$ cat config.mk
export PLATFORM = sky130hd
export DESIGN_NAME = ssg_keystream
export DESIGN_NICKNAME = d
export VERILOG_FILES = /design/src/rtl/ssg_pkg.sv /design/src/rtl/ssg_lfsr_step.sv /design/src/rtl/ssg_pair_decide.sv /design/src/rtl/ssg_keystream.sv
export SDC_FILE = /design/constraint.sdc
export NUM_CORES = 1
export LEC_CHECK = 0
export ABC_AREA = 1
export BUFFER_PORTS_ARGS = -buffer_cell sky130_fd_sc_hd__buf_2
export CAP_MARGIN = 20
export CORE_AREA = 2 2 39 41
export DETAILED_ROUTE_END_ITERATION = 6
export DIE_AREA = 0 0 41 43
export GPL_ROUTABILITY_DRIVEN = 0
export SLEW_MARGIN = 10
export SYNTH_ARGS = -nofsm -noshare
export SYNTH_HDL_FRONTEND = slang
export SYNTH_SLANG_ARGS = --single-unit
$ cat constraint.sdc
create_clock -name clk -period 1.1 [get_ports clk]
set_input_delay 0 -clock clk [delete_from_list [all_inputs] [get_ports clk]]
set_output_delay 0 -clock clk [all_outputs]
set_load 0.005 [all_outputs]
$ cat src/rtl/ssg_pkg.sv
package ssg_pkg;

    // Outcome of the most recent cycle; doubles as the output state.
    typedef enum logic [1:0] {
        ST_IDLE  = 2'd0,
        ST_DROP  = 2'd1,
        ST_EMIT0 = 2'd2,
        ST_EMIT1 = 2'd3
    } pair_state_e;

    // Raw bits consumed per enabled cycle.
    localparam int unsigned PAIR_LEN = 2;

endpackage

$ cat src/rtl/ssg_lfsr_step.sv
// One combinational Fibonacci step: stage 1 (bit 0) leaves as the raw bit,
// the top stage is refilled with the parity of the tapped stages.
module ssg_lfsr_step #(
    parameter int unsigned     WIDTH = 8,
    parameter logic [WIDTH-1:0] TAPS = 8'b1000_1110
) (
    input  logic [WIDTH-1:0] cur_state,
    output logic [WIDTH-1:0] next_state,
    output logic             raw_bit
);

    logic [WIDTH-1:0] tapped;
    logic             feedback;

    always_comb begin
        tapped     = cur_state & TAPS;
        feedback   = ^tapped;
        raw_bit    = cur_state[0];
        next_state = {feedback, cur_state[WIDTH-1:1]};
    end

endmodule

$ cat src/rtl/ssg_pair_decide.sv
// Classifies one raw pair: the leading bit gates, the trailing bit is data.
module ssg_pair_decide
    import ssg_pkg::*;
(
    input  logic        gate_bit,
    input  logic        data_bit,
    output pair_state_e verdict
);

    always_comb begin
        unique case ({gate_bit, data_bit})
            2'b10:   verdict = ST_EMIT0;
            2'b11:   verdict = ST_EMIT1;
            default: verdict = ST_DROP;
        endcase
    end

endmodule

$ cat src/rtl/ssg_keystream.sv
module ssg_keystream
    import ssg_pkg::*;
#(
    parameter int unsigned      WIDTH        = 8,
    parameter logic [WIDTH-1:0] TAPS         = 8'b1000_1110,
    parameter logic [WIDTH-1:0] DEFAULT_SEED = 8'b1011_0110,
    parameter logic [WIDTH-1:0] LOCKUP_FILL  = 8'b1011_0110
) (
    input  logic             clk,
    input  logic             rst,
    input  logic             enable,
    input  logic             load_seed,
    input  logic [WIDTH-1:0] seed,
    output logic             out_valid,
    output logic             out_bit
);

    localparam int unsigned STEPS = PAIR_LEN;

    logic [WIDTH-1:0] lfsr_q;
    logic [WIDTH-1:0] lfsr_d;
    logic [WIDTH-1:0] chain [0:STEPS];
    logic             raw   [0:STEPS-1];
    logic [WIDTH-1:0] seed_fill;
    pair_state_e      state_q;
    pair_state_e      state_d;
    pair_state_e      pair_verdict;

    // Two chained steps per enabled cycle.
    assign chain[0] = lfsr_q;

    for (genvar g = 0; g < STEPS; g++) begin : g_step
        ssg_lfsr_step #(
            .WIDTH (WIDTH),
            .TAPS  (TAPS)
        ) u_step (
            .cur_state  (chain[g]),
            .next_state (chain[g+1]),
            .raw_bit    (raw[g])
        );
    end

    ssg_pair_decide u_decide (
        .gate_bit (raw[0]),
        .data_bit (raw[1]),
        .verdict  (pair_verdict)
    );

    // An all-zero seed would freeze the register; substitute the fill.
    assign seed_fill = (seed == '0) ? LOCKUP_FILL : seed;

    // Next register value and next state.
    always_comb begin
        lfsr_d  = lfsr_q;
        state_d = ST_IDLE;
        if (load_seed) begin
            lfsr_d  = seed_fill;
            state_d = ST_IDLE;
        end else if (enable) begin
            lfsr_d  = chain[STEPS];
            state_d = pair_verdict;
        end
    end

    // State register process.
    always_ff @(posedge clk) begin
        if (rst) begin
            lfsr_q  <= DEFAULT_SEED;
            state_q <= ST_IDLE;
        end else begin
            lfsr_q  <= lfsr_d;
            state_q <= state_d;
        end
    end

    // Output process.
    always_comb begin
        unique case (state_q)
            ST_EMIT0: begin out_valid = 1'b1; out_bit = 1'b0; end
            ST_EMIT1: begin out_valid = 1'b1; out_bit = 1'b1; end
            ST_DROP:  begin out_valid = 1'b0; out_bit = 1'b0; end
            default:  begin out_valid = 1'b0; out_bit = 1'b0; end
        endcase
    end

endmodule

== Word-level counts from Yosys, hierarchy flattened ==
Cells that the tools add are included.

* Register bits after elaboration: 10
* Input port bits: 12
* Output and inout bits: 2
* Word-level logic and storage cells: 19

* Eq/ne operators: 4
* Multiplexer cells: 6
* Bitwise logic cells: 1
* Reductions and logical operators: 6

{| class="wikitable"
|+ Operators with widths
! cell !! number
|-
| $mux W8 || 3
|-
| $reduce_xor A8 Y1 || 2
|-
| $eq A2 B2 Y1 const B || 4
|-
| $logic_not A8 Y1 || 1
|-
| $pmux W2 S2 || 1
|-
| $reduce_or A3 Y1 || 1
|-
| $mux W1 || 2
|-
| $reduce_bool A2 Y1 || 1
|-
| $reduce_or A2 Y1 || 1
|-
| $not A1 Y1 || 1
|}

== Longest topological paths before layout ==
Gate-level depths: netlist of the first run.

* Depth after elaboration: 4
* Gate-level depth with buffers: 8
* Depth with buffers taken out: 8

== Cells and area by module ==
From an unflattened synthesis of the first run, not the netlist that was laid out.

* Cell total of the unflattened synthesis: 133
* Area, all modules: 788.3 um^2

{| class="wikitable"
|+ Modules (own cells, without submodules)
! module !! instances !! cells each !! area each (um^2) !! seq. area each (um^2)
|-
| ssg_keystream || 1 || 82 || 514.2 || 200.2
|-
| ssg_lfsr_step || 2 || 24 || 131.4 || 0.0
|-
| ssg_pair_decide || 1 || 3 || 11.3 || 0.0
|}

== Worst setup path after synthesis of the first run ==
Ideal clock, no wire load.

* Path type: reg2reg
* Start point: register lfsr_q[1]
* End point: register lfsr_q[6]
* Library setup time: 0.121 ns
* Data arrival time: 0.737 ns
* Data required time: 0.979 ns
* Path slack: 0.242 ns
* Cell stages (with the launch flop): 9
* Path buffers: 0
* Clock period less this slack: 0.858 ns
* Cell sequence: dfxtp_1 inv_1 nand2_1 nand2_1 inv_1 nand2_1 nand2_1 nand2_1 o21ai_0

* Longest elaborated chain between the ends: 3

{| class="wikitable"
|+ Ends and longest elaborated chain
! what !! RTL line !! RTL
|-
| start, declared || ssg_keystream.sv:20 || <nowiki>logic [WIDTH-1:0] lfsr_q;</nowiki>
|-
| start signal, assigned || ssg_keystream.sv:71 || <nowiki>lfsr_q <= lfsr_d;</nowiki>
|-
| $reduce_xor A8 Y1 || ssg_lfsr_step.sv:17 || <nowiki>feedback = ^tapped;</nowiki>
|-
| $mux W8 || ssg_keystream.sv:59 || <nowiki>end else if (enable) begin</nowiki>
|-
| $mux W8 || ssg_keystream.sv:56 || <nowiki>if (load_seed) begin</nowiki>
|}

Every way passes these cells. The select of a mux whose other input is x is not followed.
A chain may end at the register's enable or synchronous reset.

== Worst setup path after layout of the first run ==
Ends and elaborated chain as after synthesis.

==> flow_metrics.tcl, run 1 <==
set metrics [dict create \
    status "finished, final reports clean" \
    p_leak_nw 0.3551 \
    ctsLongestPathBuffers 2 \
    crit_path_max_fanout 3 \
    cap_violations 0 \
    drive_above_1_share_pct 25.00 \
    finalSetupViolations 0 \
    insertion_delay_ns 0.27 \
    cp.required_ns 1.26 \
    ir_worst_vdd_mv 0.5718 \
    clock_tree.root_cell "clkbuf_4" \
    critPathCaptureType "flop" \
    hold_path_class "in2reg" \
    row_count 14 \
    final_nets 114 \
    synth_largest_area_cell "dfxtp_1" \
    synth_seq_area_share_pct 36.78 \
    worstReg2RegStart "lfsr_q[1]$_SDFFE_PP1P_" \
    arrival_ns 1.11 \
    finalCritPeriodShare_pct 86.45 \
    synth.distinct_cells 18 \
    post-place-ws_ns 0.1470 \
    drc_errors 0 \
    grt_antenna_before_repair 0 \
    ys_ff_latch 10 \
    mostFrequentLayoutCells "20 x nand2_1, 13 x buf_2, 11 x inv_1" \
    io_pins 14 \
    cts_tree "built" \
    grt_max_degree 10 \
    synth.area.top_cells "dfxtp_1 37%, nand2_1 14%, inv_1 7.6%" \
    power_density_nw_per_um2 1232 \
    reg2regPathDepth 8 \
    max_clock_freq_mhz 1052 \
    htree_levels 1 \
    numPortBuffers 13 \
    clock_sinks 10 \
    worstMarginPinSlew_ns 0.1947 \
    layout_commonest_cell "nand2_1" \
    rsz0062_at_grt "false" \
    grt_first_pass_wirelength_um 2001 \
    ant_nets 0 \
    synth_cells 83 \
    max_slew_margin_pct 86.93 \
    post_drt_wl_per_cell_um 10.31 \
    avgSynthCellArea_um2 6.557 \
    firstDrtPassIters 4 \
    finalSetupTns_ns 0 \
    yosys_warnings 0 \
    period_minus_slack_ns 0.9510 \
    postCtsSetupBuffers 0 \
    grt-ovfl-total 0 \
    core-area_um2 1384 \
    routed_via_density 4.707 \
    worstSetupStartpointType "flop" \
    finalMaxSlewViolations 0 \
    routed_wl_um 1196 \
    critical_path.startpoint "lfsr_q[1]$_SDFFE_PP1P_" \
    hold_slack_ns 0.006099 \
    dp.final_hpwl_um 950.1 \
    hold_viol_final 0 \
    syn2layout_area_growth_pct 22.99 \
    synth_area_um2 544.3 \
    drt-initial-drc-count 5 \
    rr_endpoint "lfsr_q[6]$_SDFFE_PP0P_" \
    setup_slack_ns 0.1490 \
    grt_util_all_layers_pct 17.82 \
    dieHeight_um 43 \
    synth_top_area_share_pct 36.78 \
    criticalPathCategory "reg2reg" \
    start_util_pct 39.33 \
    antennaDiodeCount 0 \
    syn_nets 95 \
    ff2ff_setup_slack_ns 0.15 \
    finalClockSkew_ns 0.003315 \
    vias 546 \
    dieArea_um2 1763 \
    clk_pin_slew_worst_paths_ns 0.07 \
    endpoint "lfsr_q[6]$_SDFFE_PP0P_" \
    die_x_um 41 \
    final_core_util_pct 48.37 \
    cts_made_buffers 3 \
    grt_pass1_vias 496 \
]
==> power by group <==
| group | total (W) | switching [W] | internal, W | leakage (nW) |
|---|---|---|---|---|
| Clock | 0.000261 | 0.000134 | 0.000127 | 0.0138 |
| Combinational | 0.000154 | 0.0000866 | 0.0000673 | 0.258 |
| Sequential | 0.000410 | 0.0000209 | 0.000389 | 0.0830 |
==> layer usage <==
metal,part of all wire (%),global-route usage (%),vias up
li1,-,-,293
met5,0,0,-
met4,4.3,14.00,0
met2,48,25.62,17
met1,44,21.10,231
met3,3.7,4.712,5
==> final cells by class <==
cell class / instances / area [um^2]
inverters: 14 / 52.55
multi-input cells: 57 / 279.0
repair buffers: 16 / 95.09
fillers: 154 / 714.4
clock buffers: 3 / 22.52
flip-flops and latches: 10 / 200.2
well taps: 16 / 20.02
==> cells by family (layout without fill, tap and decap cells) <==
| family | Yosys count | in the layout | synth area share (%) |
|---|---|---|---|
| DFF | 10 | 10 | 36.78 |
| buffers and inverters | 16 | 33 | 12.41 |
| AOI/OAI and AO/OA | 17 | 17 | 17.47 |
| xor gates and xnor gates | 2 | 2 | 3.219 |
| and+or+nand+nor | 38 | 38 | 30.12 |
==> worst max-delay path: stages (launching register included) <==
cell     delay (ns)
dfxtp_1        0.31
inv_1          0.10
nand2_1        0.08
nand2_1        0.10
inv_1          0.05
nand2_1        0.05
nand2_1        0.04
nand2_1        0.05
o21ai_0        0.06
==> cells in the mapped netlist <==
library cell / instances
a21oi_1: 6
a22oi_1: 1
buf_6: 1
clkbuf_1: 1
dfxtp_1: 10
inv_1: 11
inv_2: 3
nand2_1: 20
nand2_2: 1
nand3_1: 7
nor2_1: 8
nor2_2: 1
nor2_4: 1
o21ai_0: 7
o21ai_1: 1
o21ai_2: 2
xnor2_1: 1
xor2_1: 1
==> state kept, by name, summed over array words and instances (netlist names) <==
signal and cells:
lfsr_q 8, state_q 2
==> stage by stage <==
step           instances  instance area, um^2  power [W]
5_1_grt              116                669.4  0.0008770
6_report             116                669.4  0.0008248
3_5_place_dp         110                614.3  0.0005637
4_1_cts              116                666.9  0.0008344
3_3_place_gp         110                614.3  0.0005625
2_1_floorplan         83                544.3  0.0005158
==> worst min-delay path by stage <==
stage | start | endpoint | slack (ns) | cells past startpoint
3_5_place_dp | seed[2] | lfsr_q[2]$_SDFFE_PP1P_ | 0.26 | 3
5_1_grt | rst | lfsr_q[7]$_SDFFE_PP1P_ | 0.01 | 3
3_3_place_gp | seed[5] | lfsr_q[5]$_SDFFE_PP1P_ | 0.25 | 3
2_1_floorplan | rst | lfsr_q[7]$_SDFFE_PP1P_ | 0.1 | 2
6_report | seed[4] | lfsr_q[4]$_SDFFE_PP1P_ | 0.006 | 3
4_1_cts | rst | lfsr_q[7]$_SDFFE_PP1P_ | 0.003 | 3
==> repair_timing <==
action | CTS | global route
endpoints found under the hold margin | 3 | 0
endpoints found under the setup margin | 0 | 2
hold buffers | 3 | 0
gates resized for setup | 0 | 1
(Power assumes the default switching activity.)
==> inputs of run 2 (changes only) <==
--- a/config.mk
+++ b/config.mk
@@ -8,10 +8,13 @@
 export ABC_AREA = 1
 export BUFFER_PORTS_ARGS = -buffer_cell sky130_fd_sc_hd__buf_2
 export CAP_MARGIN = 20
-export CORE_AREA = 2 2 39 41
+export CELL_PAD_IN_SITES_DETAIL_PLACEMENT = 1
+export CELL_PAD_IN_SITES_GLOBAL_PLACEMENT = 1
+export CORE_MARGIN = 1.5
+export CORE_UTILIZATION = 33
 export DETAILED_ROUTE_END_ITERATION = 6
-export DIE_AREA = 0 0 41 43
 export GPL_ROUTABILITY_DRIVEN = 0
+export PLACE_DENSITY_LB_ADDON = 0.1
 export SLEW_MARGIN = 10
 export SYNTH_ARGS = -nofsm -noshare
 export SYNTH_HDL_FRONTEND = slang
==> run 2 against run 1 <==
Compared with the run above: the flow now finishes with violations (negative hold slack); global-route usage is 0.22 points higher; flip-flop and latch count unchanged; power up 9.2%; critical endpoint is now lfsr_q[7]$_SDFFE_PP1P_; register-to-register slack is essentially flat; count of clock-buffer cells in the layout is 1 higher; largest cell class unchanged; non-clock buffer count is 1 lower; cell count is the same; via count rose by 2.2%.
==> flow_metrics.tcl, run 2 (synthesis results as in run 1) <==
set metrics [dict create \
    postCtsSetupBuffers 0 \
    top_regs "lfsr_q x8, state_q x2" \
    status "finished, violations left" \
    power_density_nw_per_um2 1338 \
    syn2layout_area_growth_pct 23.68 \
    p_leak_nw 0.3564 \
    largest_reg_flops 8 \
    vias 558 \
    crit_path_max_fanout 2 \
    reg2regPathDepth 7 \
    final_nets 113 \
    finalClockSkew_ns 0.004078 \
    post_drt_wl_per_cell_um 11.66 \
    drt-initial-drc-count 1 \
    top_layer "met4" \
    mostFrequentLayoutCells "20 x nand2_1, 13 x buf_2, 10 x inv_1, 10 x dfxtp_1" \
    worstSetupStartpointType "primary input" \
    ctsLongestPathBuffers 2 \
    drive_above_1_share_pct 27.00 \
    arrival_ns 1.23 \
    finalCritPeriodShare_pct 92.40 \
    dr_wl_met3_um 49 \
    ant_nets 0 \
    firstDrtPassIters 2 \
    htree_levels 1 \
    insertion_delay_ns 0.26 \
    routed_wl_um 1352 \
    regArea_um2 200.2 \
    finalMaxSlewViolations 0 \
    routed_via_density 4.810 \
    route.met2.wl_um 677 \
    cp.required_ns 1.31 \
    start_util_pct 35.71 \
    clock_tree.root_cell "clkbuf_4" \
    fill_cells 213 \
    fin_cells 116 \
    io_pins 14 \
    grt_max_degree 10 \
    hold_viol_final 1 \
    ff2ff_setup_slack_ns 0.15 \
    grt_pass1_vias 584 \
    violations "negative hold slack" \
    hold_slack_ns -0.002058 \
    criticalPathCategory "in2reg" \
    rsz0062_at_grt "true" \
    critPathCaptureType "flop" \
    clock_sinks 10 \
    clk_pin_slew_worst_paths_ns 0.07 \
    multiInputGateArea_um2 279.0 \
    antennaDiodeCount 0 \
    finalSetupViolations 0 \
    endpoint "lfsr_q[7]$_SDFFE_PP1P_" \
    grt_antenna_before_repair 0 \
    dp_cells 110 \
    worstMarginPinSlew_ns 0.2313 \
    cap_violations 0 \
    dieArea_um2 1902 \
    grt-ovfl-total 0 \
    dieHeight_um 43.61 \
    ir_worst_vdd_mv 0.5993 \
    period_minus_slack_ns 1.016 \
    largest_register "lfsr_q" \
    core-area_um2 1524 \
    worstReg2RegStart "lfsr_q[7]$_SDFFE_PP1P_" \
    max_slew_margin_pct 84.42 \
    hold_path_class "in2reg" \
    numPortBuffers 13 \
    max_clock_freq_mhz 983.9 \
    rr_endpoint "lfsr_q[6]$_SDFFE_PP0P_" \
    dp.final_hpwl_um 1144 \
    cts_tree "built" \
    grt_util_all_layers_pct 18.05 \
    critical_path.startpoint "seed[4]" \
    layout_commonest_cell "nand2_1" \
    grt_first_pass_wirelength_um 2497 \
    wl_met1_um 606 \
    drc_errors 0 \
    cts_made_buffers 3 \
    row_count 14 \
    die_x_um 43.61 \
]
run 2: changes by cell type in the layout (fill, tap and decap cells not counted), sizes merged:
| cell | delta |
|---|---|
| dlygate4sd3 | -1 |
| clkbuf | +1 |
run 2: per-stage QoR:
stage / util (%) / instance area, um^2 / setup TNS [ns] / total power [W] / worst slack [ns]
2_1_floorplan: - / 544.3 / 0 / 0.0005158 / 0.2417
3_3_place_gp: 40.31 / 614.3 / 0 / 0.0005642 / 0.1495
3_5_place_dp: 40.31 / 614.3 / 0 / 0.0005698 / 0.1145
4_1_cts: 44.01 / 670.6 / 0 / 0.0009064 / 0.07112
5_1_grt: 44.17 / 673.1 / -0.02002 / 0.0009580 / -0.01119
6_report: 44.17 / 673.1 / 0 / 0.0009005 / 0.08360
run 2: worst min-delay path by stage:
stage,start,endpoint,slack [ns],cells past startpoint
floorplan,rst,lfsr_q[7]$_SDFFE_PP1P_,0.1,2
global placement,seed[2],lfsr_q[2]$_SDFFE_PP1P_,0.26,3
detailed placement,seed[2],lfsr_q[2]$_SDFFE_PP1P_,0.26,3
CTS,seed[1],lfsr_q[1]$_SDFFE_PP1P_,0.008,3
global route,rst,lfsr_q[7]$_SDFFE_PP1P_,0.006,3
finish,seed[1],lfsr_q[1]$_SDFFE_PP1P_,-0.002,3
run 2: report_power, final:
| group | switching, W | internal (W) | total, W |
|---|---|---|---|
| clock network | 0.000136 | 0.000201 | 0.000336 |
| logic | 0.0000876 | 0.0000651 | 0.000153 |
| registers | 0.0000231 | 0.000388 | 0.000411 |
| total | 0.000246 | 0.000654 | 0.000901 |
run 2: cell type report:
| class | instances | area share [%] |
|---|---|---|
| multi-input cells | 57 | 41.45 |
| inverters | 14 | 7.807 |
| well taps | 16 | 2.974 |
| repair buffers | 15 | 12.64 |
| flip-flops and latches | 10 | 29.74 |
| clock buffers | 4 | 5.390 |
run 2: critical path, cell delays in order:
cell and delay [ns]:
dlygate4sd3_1 0.53, buf_2 0.12, nor2_1 0.10, nand2_1 0.08, o21ai_0 0.23, nand3_1 0.11, nand2_1 0.06
run 2: per-layer routing:
metal | vias to the layer above | GRT usage, %
li1 | 297 | -
met1 | 244 | 21.59
met2 | 15 | 30.29
met3 | 2 | 3.750
met4 | 0 | 9.091
met5 | - | 0
run 2: what timing repair did:
item	CTS	global route
gates resized for setup	0	2
endpoints found under the hold margin	2	0
endpoints found under the setup margin	0	5
hold buffers	2	0
